### config.mk
export PLATFORM = sky130hd
export DESIGN_NAME = rx_tag_fifo
export DESIGN_NICKNAME = d
export VERILOG_FILES = /design/src/rtl/rx_tag_fifo.sv
export SDC_FILE = /design/constraint.sdc
export NUM_CORES = 1
export LEC_CHECK = 0
export BUFFER_PORTS_ARGS = -buffer_cell sky130_fd_sc_hd__buf_4
export CORE_AREA = 3 3 116 118
export CTS_CLUSTER_SIZE = 30
export DETAILED_ROUTE_END_ITERATION = 10
export DIE_AREA = 0 0 119 121
export GPL_ROUTABILITY_DRIVEN = 1
export PLACE_DENSITY = 0.77
export SYNTH_ARGS = -nofsm -noshare
export SYNTH_HDL_FRONTEND = slang
export SYNTH_SLANG_ARGS = --single-unit
### constraint.sdc
create_clock -name clk -period 7.58 [get_ports clk]
set_input_delay 0.379 -clock clk [delete_from_list [all_inputs] [get_ports clk]]
set_output_delay 0.379 -clock clk [all_outputs]
set_load 0.05 [all_outputs]
### src/rtl/rx_tag_fifo.sv
module rx_tag_fifo #(
  parameter int DEPTH = 16,
  parameter int DW    = 8
) (
  input  logic        clk,
  input  logic        rst_n,
  input  logic        wr_en,
  input  logic [7:0]  wr_data,
  input  logic        wr_fe,
  input  logic        wr_pe,
  input  logic        rd_en,
  output logic [15:0] rd_word,
  output logic [4:0]  level,
  output logic        ovf,
  input  logic        ovf_clr,
  input  logic        flush
);
  localparam int AW = (DEPTH > 1) ? $clog2(DEPTH) : 1;
  localparam logic [AW-1:0] LAST = AW'(DEPTH - 1);
  localparam logic [4:0] FULL_LVL = 5'(DEPTH);
  localparam int PAD = 14 - DW;

  logic [DW-1:0] mem_d  [DEPTH];
  logic          mem_fe [DEPTH];
  logic          mem_pe [DEPTH];
  logic [AW-1:0] wptr, rptr;

  wire empty = (level == 5'd0);
  wire full  = (level == FULL_LVL);
  wire pop   = rd_en && !empty && !flush;
  wire push  = wr_en && (!full || pop) && !flush;
  wire lost  = wr_en && full && !pop && !flush;

  always_ff @(posedge clk)
    if (push) begin
      mem_d[wptr]  <= wr_data[DW-1:0];
      mem_fe[wptr] <= wr_fe;
      mem_pe[wptr] <= wr_pe;
    end

  always_ff @(posedge clk or negedge rst_n)
    if (!rst_n) begin
      wptr  <= '0;
      rptr  <= '0;
      level <= '0;
    end else if (flush) begin
      wptr  <= '0;
      rptr  <= '0;
      level <= '0;
    end else begin
      if (push) wptr <= (wptr == LAST) ? '0 : wptr + 1'b1;
      if (pop)  rptr <= (rptr == LAST) ? '0 : rptr + 1'b1;
      if (push && !pop)      level <= level + 5'd1;
      else if (pop && !push) level <= level - 5'd1;
    end

  always_ff @(posedge clk or negedge rst_n)
    if (!rst_n) rd_word <= '0;
    else if (pop) rd_word <= {mem_fe[rptr], mem_pe[rptr], {PAD{1'b0}}, mem_d[rptr]};

  always_ff @(posedge clk or negedge rst_n)
    if (!rst_n) ovf <= 1'b0;
    else if (lost) ovf <= 1'b1;
    else if (ovf_clr) ovf <= 1'b0;

  AST_LEVEL_BOUND: assert property (@(posedge clk) disable iff (!rst_n)
    level <= FULL_LVL);
  AST_FULL_WRITE_DROPPED: assert property (@(posedge clk) disable iff (!rst_n)
    (full && wr_en && !rd_en && !flush) |=> (level == FULL_LVL && ovf));
  AST_OVF_STICKY: assert property (@(posedge clk) disable iff (!rst_n)
    (ovf && !ovf_clr) |=> ovf);
  AST_FLUSH_EMPTIES: assert property (@(posedge clk) disable iff (!rst_n)
    flush |=> (level == 5'd0 && $stable(rd_word)));
  AST_EMPTY_READ_HOLDS: assert property (@(posedge clk) disable iff (!rst_n)
    (empty && rd_en) |=> ($stable(rd_word) && level == 5'd0));
  AST_BOTH_KEEP_LEVEL: assert property (@(posedge clk) disable iff (!rst_n)
    (rd_en && wr_en && !empty && !flush) |=> $stable(level));
  AST_RESERVED_ZERO: assert property (@(posedge clk) disable iff (!rst_n)
    rd_word[13:8] == 6'd0);
endmodule

Word level (Yosys, flattened, before mapping)
Memory sizes are Yosys's and may differ from the RTL's. A register that Yosys moved wholly into a read port is not among the register bits.
Index checks and enable logic that the tools add are counted.
{ "word_totals": {"reg_bits": 14, "ramBits": 160, "input_bits": 16, "word_cells": 50, "memories": 3} }
{ "mem_list": {"columns": ["memory", "words", "width", "read_ports", "rd_clocked_by_memory_dff", "write_ports", "line", "text"], "rows": [
  ["mem_d", 16, 8, 1, 1, 1, "23", "logic [DW-1:0] mem_d [DEPTH];"],
  ["mem_fe", 16, 1, 1, 1, 1, "24", "logic mem_fe [DEPTH];"],
  ["mem_pe", 16, 1, 1, 1, 1, "25", "logic mem_pe [DEPTH];"]
]} }
{ "classes": {"add_sub_neg": 4, "n_eq_ne": 3, "n_mux": 13, "reduce_logical": 23} }
{ "ops": {"columns": ["cell", "count"], "rows": [
  ["$mux W4", 6],
  ["$mux W5", 3],
  ["$logic_and A1 B1 Y1", 9],
  ["$add A4 B1 Y4 const B", 2],
  ["$eq A4 B4 Y1 const B", 2],
  ["$logic_not A1 Y1", 8],
  ["$reduce_bool A2 Y1", 3],
  ["$add A5 B1 Y5 const B", 1],
  ["$eq A5 B5 Y1 const B", 1],
  ["$logic_not A5 Y1", 1],
  ["$sub A5 B1 Y5 const B", 1],
  ["$mux W1", 4],
  ["$reduce_bool A3 Y1", 1],
  ["$logic_or A1 B1 Y1", 1]
]} }

Logic depth before layout (Yosys ltp)
Gate-level depths: netlist of the first run.
{ "depth": {"depth_word": 12, "depth_mapped": 9, "ltp_nobuf": 8} }

Worst setup path after synthesis of the first run
Ideal clock, no wire load.
{ "synth_path": {"path_kind": "register to register", "startpoint": "register level[1]", "endpoint": "register level[3]", "arrival_time_ns": 2.832, "t_required_ns": 7.452, "setup_slack_ns": 4.621, "path_stages_with_launch": 10, "n_path_buf": 1, "path_cell_list": "dfrtp_1 -> or4_1 -> buf_2 -> o21ai_0 -> nand2_1 -> ha_1 -> a21oi_1 -> a21o_1 -> a21oi_1 -> mux2_1"} }
{ "synth_via": {"elab_chain_cells": 10, "word_cells_on_any_way": 19, "cone_classes": "2 x add/sub; 1 x eq/ne; 3 x mux; 13 x reduce/logical"} }
{ "synth_rtl": {"columns": ["element", "line", "text"], "rows": [
  ["start, declared", "13", "output logic [4:0] level,"],
  ["start signal, assigned", "53", "if (push && !pop) level <= level + 5'd1;"],
  ["start signal, assigned", "54", "else if (pop && !push) level <= level - 5'd1;"],
  ["parallel branches: the longest is 10 deep, another holds $sub A5 B1 Y5", null, null]
]} }
Parallel ways; which one is timed is not known. The select of a mux whose other input is x is not followed.
A chain may end at the register's enable or synchronous reset.

Worst setup path after layout of the first run
{ "layout_path": {"startpoint": "register level[1]", "endpoint": "register level[4]"} }
The elaborated chain is that of the path after synthesis.

==> impl_metrics.json, run 1 <==
{
  "status": "completed",
  "fin_worst_skew_ps": 6.56,
  "worst_hold_path_type": "input port to flip-flop",
  "full_die_area_um2": 14400,
  "switching_power_uw": 771,
  "postRouteAntennaNets": 0,
  "antennaDiodeCount": 0,
  "arrival_time_reported_for_the_critical_path_endpoint_ps": 3490,
  "cellInternalPower_uw": 1900,
  "critical_path.startpoint_type": "flip-flop",
  "finalInstanceArea_um2": 8420,
  "dp.final_hpwl_um": 8690,
  "setup_total_negative_slack_ps": 0,
  "setup.worst_path.end_class": "flip-flop",
  "power.density_nw_per_um2": 317,
  "cts-root-to-sink-buffers": 2,
  "route.vias.total": 3800,
  "tritoncts": "done",
  "tightestPinTransition_ps": 1220,
  "vdd_ir_drop_max_uv": 230,
  "io_pins": 38,
  "critPathKind": "flip-flop to flip-flop",
  "final_critical_path_setup_slack_ps": 4370,
  "finalCritPeriodShare_pct": 42.3,
  "postSynthRegisterBits": 184,
  "std_cell_rows": 41,
  "seq_area_frac_synth_pct": 72.6,
  "first_pass_grt_wire_length_um": 22700,
  "synthDominantAreaCellType": "sky130_fd_sc_hd__edfxtp_1",
  "filler_cell_count": 827,
  "area_share_of_the_largest_cell_type_after_synthesis_pct": 64.6,
  "ff2ff_setup_slack_ps": 4370,
  "maxSlewHeadroom_pct": 18.6,
  "detailedRoute.firstPassIterationCount": 5,
  "grt_antenna_before_repair": 0,
  "hold_violations": 0,
  "syn_area_um2": 7440,
  "critical_path.max_fanout": 10,
  "clkSinkCount": 184,
  "htree_num_levels": 4,
  "post_cts_resized": 0,
  "pin_count_of_the_biggest_net_entering_global_routing": 46,
  "asyncSetResetFlopFracSynth_pct": 13.0,
  "ratio_of_routed_vias_to_standard_cells": 6.13,
  "clock_power_share_pct": 32.7,
  "clock_latency_ps": 430,
  "placed_area_um2": 7820,
  "starting_density_of_the_core_pct": 59.2,
  "post_cts_hold_buffer_count": 1,
  "routed_wire_length_per_instance_um": 23.3,
  "sw_frac_of_total_pct": 28.9,
  "yosysUniqueCellTypes": 41,
  "totalWireLength_um": 14400,
  "avgSynthCellArea_um2": 18.6,
  "syn_inst": 400,
  "ctsRootBufferMaster": "sky130_fd_sc_hd__clkbuf_16",
  "number_of_flops_mapped_to_enable_cells_by_yosys": 160,
  "unrepaired_setup_endpoints_after_global_routing": "false",
  "gpl.final_weighted_congestion": 0.806,
  "first_global_vias": 3943,
  "worstPathRequired_ps": 7860,
  "postCtsSetupBuffers": 0,
  "initialDrtViolationCount": 269,
  "place_worst_setup_slack_ps": 4410,
  "synth.most_common_cell": "sky130_fd_sc_hd__edfxtp_1",
  "cts-buffers-inserted": 17,
  "final_max_slew_viol_count": 0,
  "cts.clk_slew.worst_paths_ps": 70,
  "synth_area_leaders": "sky130_fd_sc_hd__edfxtp_1 65%, sky130_fd_sc_hd__mux4_2 12%, sky130_fd_sc_hd__dfrtp_1 8.1%, sky130_fd_sc_hd__o22ai_1 1.7%, sky130_fd_sc_hd__ha_1 1.5%",
  "power.share.combinational_pct": 21.5,
  "yosysWarningCount": 0,
  "remaining_drc_errors": 0,
  "power.static_leakage_uw": 0.00279,
  "layout.nets": 461,
  "post_synth_most_frequent_cells": "160 x sky130_fd_sc_hd__edfxtp_1, 40 x sky130_fd_sc_hd__mux4_2, 24 x sky130_fd_sc_hd__dfrtp_1",
  "placement.io_buffers": 31,
  "die_w_um": 119,
  "grt.total_usage_pct": 21.8,
  "area_growth_synth_to_finish_pct": 13.1,
  "core_um2": 12600,
  "setup_viol": 0,
  "post-route-min-period_ps": 3210,
  "postSynth.topFlopCell": "sky130_fd_sc_hd__edfxtp_1",
  "share_seq_of_total_power_pct": 45.7,
  "maxCapViolCount": 0,
  "whs_ps": 246,
  "grt_overflow": 0,
  "fmax_mhz": 312,
  "drive_above_1_share_pct": 26.8,
  "die_height_um": 121
}
==> layout by cell type, fill, tap and decap left out, types with 2 or more instances in the layout <==
cell,Yosys,layout
sky130_fd_sc_hd__mux2i_1,2,2
sky130_fd_sc_hd__xnor2_1,3,3
sky130_fd_sc_hd__nor2_1,21,21
sky130_fd_sc_hd__buf_4,6,37
sky130_fd_sc_hd__inv_1,5,5
sky130_fd_sc_hd__mux4_2,40,40
sky130_fd_sc_hd__ha_1,9,9
sky130_fd_sc_hd__bufinv_16,0,3
sky130_fd_sc_hd__dfrtp_2,0,2
sky130_fd_sc_hd__nand2_1,11,11
sky130_fd_sc_hd__a21o_1,2,2
sky130_fd_sc_hd__nand3_1,5,5
sky130_fd_sc_hd__clkinv_2,0,3
sky130_fd_sc_hd__clkinv_1,0,4
sky130_fd_sc_hd__conb_1,1,6
sky130_fd_sc_hd__nor3_1,4,4
sky130_fd_sc_hd__clkinvlp_4,0,4
sky130_fd_sc_hd__dfrtp_1,24,22
sky130_fd_sc_hd__edfxtp_1,160,160
sky130_fd_sc_hd__o22ai_1,20,20
sky130_fd_sc_hd__nand2b_1,7,7
sky130_fd_sc_hd__or4_1,2,2
sky130_fd_sc_hd__mux2_1,4,4
sky130_fd_sc_hd__o21ai_0,4,4
sky130_fd_sc_hd__xor2_1,2,2
sky130_fd_sc_hd__a21oi_1,19,19
sky130_fd_sc_hd__clkbuf_16,0,17
sky130_fd_sc_hd__o211ai_1,3,3
sky130_fd_sc_hd__mux2_2,10,10
==> per-stage QoR <==
step	power, µW	utilization (%)	std cells
6_report	2670	67.0	620
5_1_grt	2770	67.0	620
4_1_cts	2680	67.0	620
3_5_place_dp	1820	62.2	587
3_3_place_gp	1790	62.2	587
2_1_floorplan	1650	-	405
==> critical path: stages (launching register included) <==
cell and delay (ps):
sky130_fd_sc_hd__dfrtp_1 440, sky130_fd_sc_hd__or4_1 720, sky130_fd_sc_hd__o21ai_0 480, sky130_fd_sc_hd__nand2_1 280, sky130_fd_sc_hd__ha_1 390, sky130_fd_sc_hd__a21oi_1 290, sky130_fd_sc_hd__a21oi_1 110, sky130_fd_sc_hd__o21ai_0 210
sky130_fd_sc_hd__a41oi_1 140
==> flip-flops by register name, summed over array words and instances (netlist names) <==
| name | flops |
|---|---|
| mem_d | 128 |
| mem_fe | 16 |
| mem_pe | 16 |
| rd_word | 10 |
| level | 5 |
| rptr | 4 |
| wptr | 4 |
| ovf | 1 |
==> worst paths after layout <==
kind / startpoint / to / cells past startpoint
worst max-delay path: level[1] / level[4] / 8
worst min-delay path: flush / rptr[3] / 2
worst max register to register: level[1] / level[4] / 8
worst min register to register: ovf / ovf / 2
max in group asynchronous: rst_n / rptr[0] / 2
min in group asynchronous: rst_n / rptr[3] / 2
==> metal layers <==
| layer | up-vias | part of all wire [%] | global-route usage, % |
|---|---|---|---|
| met5 | - | 0 | 0 |
| met4 | 0 | 2.0 | 9.34 |
| met3 | 20 | 5.8 | 4.71 |
| met2 | 148 | 51 | 35.4 |
| met1 | 1970 | 41 | 29.0 |
| li1 | 1662 | - | - |
==> cell families (layout without fill, tap and decap cells) <==
kind of cell | Yosys count | in the layout | synth area share (%)
simple gates | 57 | 57 | 3.72
buf+inv | 32 | 75 | 2.02
fa+ha+maj | 10 | 10 | 1.78
other cells | 1 | 6 | 0.0504
xor+xnor | 5 | 5 | 0.589
compound gates | 55 | 55 | 4.71
mux | 56 | 56 | 14.5
flops | 184 | 184 | 72.6
==> power groups by stage <==
stage | clock network [µW] | registers (µW) | logic (µW)
2_1_floorplan | 0 | 1330 | 317
3_3_place_gp | 0 | 1240 | 555
3_5_place_dp | 0 | 1240 | 574
4_1_cts | 882 | 1220 | 580
5_1_grt | 923 | 1230 | 617
6_report | 873 | 1220 | 575
==> cell type report <==
class / count / area, µm² / share of cell area, %
sequential: 184 / 5410 / 64.2
multi-input combinational: 189 / 1900 / 22.6
clock buffer: 17 / 425 / 5.05
timing repair buffer: 38 / 288 / 3.42
tap: 172 / 215 / 2.56
clock inverter: 15 / 159 / 1.89
inverter: 5 / 18.8 / 0.223
Power figures use the tool's default switching activity.
==> run 2, diff against run 1 <==
- ABC_AREA: default -> 1
- CORE_AREA: 3 3 116 118 -> 3 3 118 120
- DIE_AREA: 0 0 119 121 -> 0 0 121 123
- clock period: 7.58 -> 3.27 ns (I/O delays scaled with it)
==> run 2 against run 1 <==
  * Non-clock buffer count unchanged
  * Clock skew is 2.8 ps higher
  * First-iteration DRC count increased to 2.7 times the previous value
  * Synthesized cell count up 68%
  * Power increased by 140%
  * Sequential power increased by 130%
  * Final area up 2.2%
  * Clock power is 120% higher
  * Sequential share of layout area decreased by 1.4 points
  * Via count up 38%
  * Die area rose by 3.4%
  * Wire length rose by 26%
  * Largest cell class unchanged
  * Largest power group unchanged
==> impl_metrics.json, run 2 <==
{
  "largest_register": "mem_d",
  "dp.final_hpwl_um": 11400,
  "tightestPinTransition_ps": 982,
  "maxSlewHeadroom_pct": 34.5,
  "yosysUniqueCellTypes": 26,
  "avgSynthCellArea_um2": 11.6,
  "ratio_of_routed_vias_to_standard_cells": 5.95,
  "setup_viol": 0,
  "seqCellArea_um2": 5410,
  "clock_latency_ps": 430,
  "power.static_leakage_uw": 0.00311,
  "finalCoreUtilization_pct": 65.7,
  "grt_overflow": 0,
  "syn_area_um2": 7760,
  "critical_path.max_fanout": 16,
  "number_of_flops_mapped_to_enable_cells_by_yosys": 160,
  "setup_total_negative_slack_ps": 0,
  "maxCapViolCount": 0,
  "totalWireLength_um": 18200,
  "pin_count_of_the_biggest_net_entering_global_routing": 82,
  "fin_worst_skew_ps": 9.39,
  "first_global_vias": 4969,
  "critical_path.startpoint_type": "flip-flop",
  "synth.most_common_cell": "sky130_fd_sc_hd__nor2_1",
  "post-route-min-period_ps": 2630,
  "syn_inst": 670,
  "cts.clk_slew.worst_paths_ps": 60,
  "multi_input_area_um2": 2040,
  "largestRegisters": "mem_d (128), mem_fe (16), mem_pe (16)",
  "final_common_cell": "sky130_fd_sc_hd__nor2_1",
  "filler_cell_count": 933,
  "grt_antenna_before_repair": 0,
  "routed_wire_length_per_instance_um": 20.6,
  "worst_hold_path_type": "input port to flip-flop",
  "synthDominantAreaCellType": "sky130_fd_sc_hd__edfxtp_1",
  "layout.nets": 717,
  "area_share_of_the_largest_cell_type_after_synthesis_pct": 61.9,
  "std_cell_rows": 42,
  "finalInstanceArea_um2": 8600,
  "ff2ff_setup_slack_ps": 640,
  "area_growth_synth_to_finish_pct": 10.9,
  "status": "completed",
  "seq_area_frac_synth_pct": 69.7,
  "finalCritPeriodShare_pct": 80.5,
  "placed_area_um2": 8010,
  "route.vias.total": 5239,
  "cts-buffers-inserted": 17,
  "synth_area_leaders": "sky130_fd_sc_hd__edfxtp_1 62%, sky130_fd_sc_hd__nor2_1 7.8%, sky130_fd_sc_hd__dfrtp_1 7.7%, sky130_fd_sc_hd__nand2_1 3.6%, sky130_fd_sc_hd__o21ai_1 3.2%",
  "ctsRootBufferMaster": "sky130_fd_sc_hd__clkbuf_16",
  "setup.worst_path.end_class": "flip-flop",
  "arrival_time_reported_for_the_critical_path_endpoint_ps": 2690,
  "cts-root-to-sink-buffers": 2,
  "vdd_ir_drop_max_uv": 451,
  "unrepaired_setup_endpoints_after_global_routing": "false",
  "antennaDiodeCount": 0,
  "yosysWarningCount": 0,
  "first_pass_grt_wire_length_um": 27600,
  "hold_violations": 0,
  "remaining_drc_errors": 0,
  "gpl.final_weighted_congestion": 0.893,
  "asyncSetResetFlopFracSynth_pct": 13.0,
  "die_w_um": 121,
  "initialDrtViolationCount": 715,
  "clkSinkCount": 184,
  "die_height_um": 123,
  "fmax_mhz": 380,
  "core_um2": 13100,
  "critPathKind": "flip-flop to flip-flop",
  "grt.total_usage_pct": 25.5,
  "starting_density_of_the_core_pct": 59.3,
  "full_die_area_um2": 14900,
  "tritoncts": "done",
  "postSynthRegisterBits": 184,
  "post_synth_most_frequent_cells": "162 x sky130_fd_sc_hd__nor2_1, 160 x sky130_fd_sc_hd__edfxtp_1, 75 x sky130_fd_sc_hd__nand2_1",
  "most_frequent_cells_in_the_layout": "162 x sky130_fd_sc_hd__nor2_1, 160 x sky130_fd_sc_hd__edfxtp_1, 75 x sky130_fd_sc_hd__nand2_1, 50 x sky130_fd_sc_hd__o21ai_1, 48 x sky130_fd_sc_hd__nand3_1",
  "postRouteAntennaNets": 0,
  "htree_num_levels": 4,
  "postSynth.topFlopCell": "sky130_fd_sc_hd__edfxtp_1",
  "worstPathRequired_ps": 3330,
  "io_pins": 38,
  "placement.io_buffers": 31,
  "largest_register_ffs": 128,
  "detailedRoute.firstPassIterationCount": 6,
  "power.density_nw_per_um2": 751,
  "final_max_slew_viol_count": 0,
  "drive_above_1_share_pct": 11.1
}
run 2: logic make-up (layout without fill, tap and decap cells):
| group | after synthesis | in the layout | synth area share, % |
|---|---|---|---|
| flops | 184 | 184 | 69.7 |
| buf+inv | 60 | 89 | 4.23 |
| xor+xnor | 3 | 3 | 0.339 |
| simple gates | 296 | 296 | 15.7 |
| other cells | 1 | 6 | 0.0483 |
| compound gates | 116 | 116 | 8.32 |
| fa+ha+maj | 10 | 10 | 1.71 |
run 2: critical path, stage by stage (launching register included):
cell and delay, ps:
sky130_fd_sc_hd__dfrtp_1 460, sky130_fd_sc_hd__nor2_1 110, sky130_fd_sc_hd__nand3_2 100, sky130_fd_sc_hd__nand3_2 290, sky130_fd_sc_hd__nand2_1 180, sky130_fd_sc_hd__nand2_1 110
sky130_fd_sc_hd__inv_2 120, sky130_fd_sc_hd__nand2_1 210, sky130_fd_sc_hd__nor2_1 680
run 2: cell type report:
cell class | count | area share, %
Clock buffer | 17 | 4.95
Clock inverter | 15 | 1.66
Inverter | 19 | 0.829
Multi-Input combinational cell | 431 | 23.7
Sequential cell | 184 | 62.9
Tap cell | 176 | 2.56
Timing Repair Buffer | 38 | 3.38
run 2: layer usage:
layer	share of wire, %	global-route usage [%]	wire, µm	vias to the layer above
li1	-	-	-	2385
met1	40	35.0	7210	2547
met2	49	40.7	8940	275
met3	8.8	5.17	1600	32
met4	2.2	9.56	404	0
met5	0	0	0	-
run 2: through the flow:
step	cells	hold slack [ps]	setup slack, ps	power (µW)
final	880	33.7	639	6460
after global routing	880	27.0	399	6750
after CTS	880	19.7	652	6450
after detailed placement	846	79.1	668	4520
after global placement	846	76.3	783	4480
after floorplan	675	-132	988	4100
run 2: final timing paths:
kind | from | cells past startpoint | to
setup / recovery | level[0] | 8 | mem_d[4][4]
hold / removal | flush | 4 | level[3]
setup reg to reg | level[0] | 8 | mem_d[4][4]
hold reg to reg | rd_word[5] | 2 | rd_word[5]
max in group asynchronous | rst_n | 2 | rptr[1]
min in group asynchronous | rst_n | 2 | wptr[1]
run 2: report_power, final:
part           switching (µW)  internal [µW]
Sequential                104           2670
Clock                     885           1060
Combinational            1240            495
Total                    2230           4230
run 2: timing repair:
| item | CTS | global route |
|---|---|---|
| hold buffers | 2 | 0 |
| resized for setup | 0 | 0 |
| endpoints found under the hold margin | 25 | 0 |
| setup buffers | 0 | 0 |
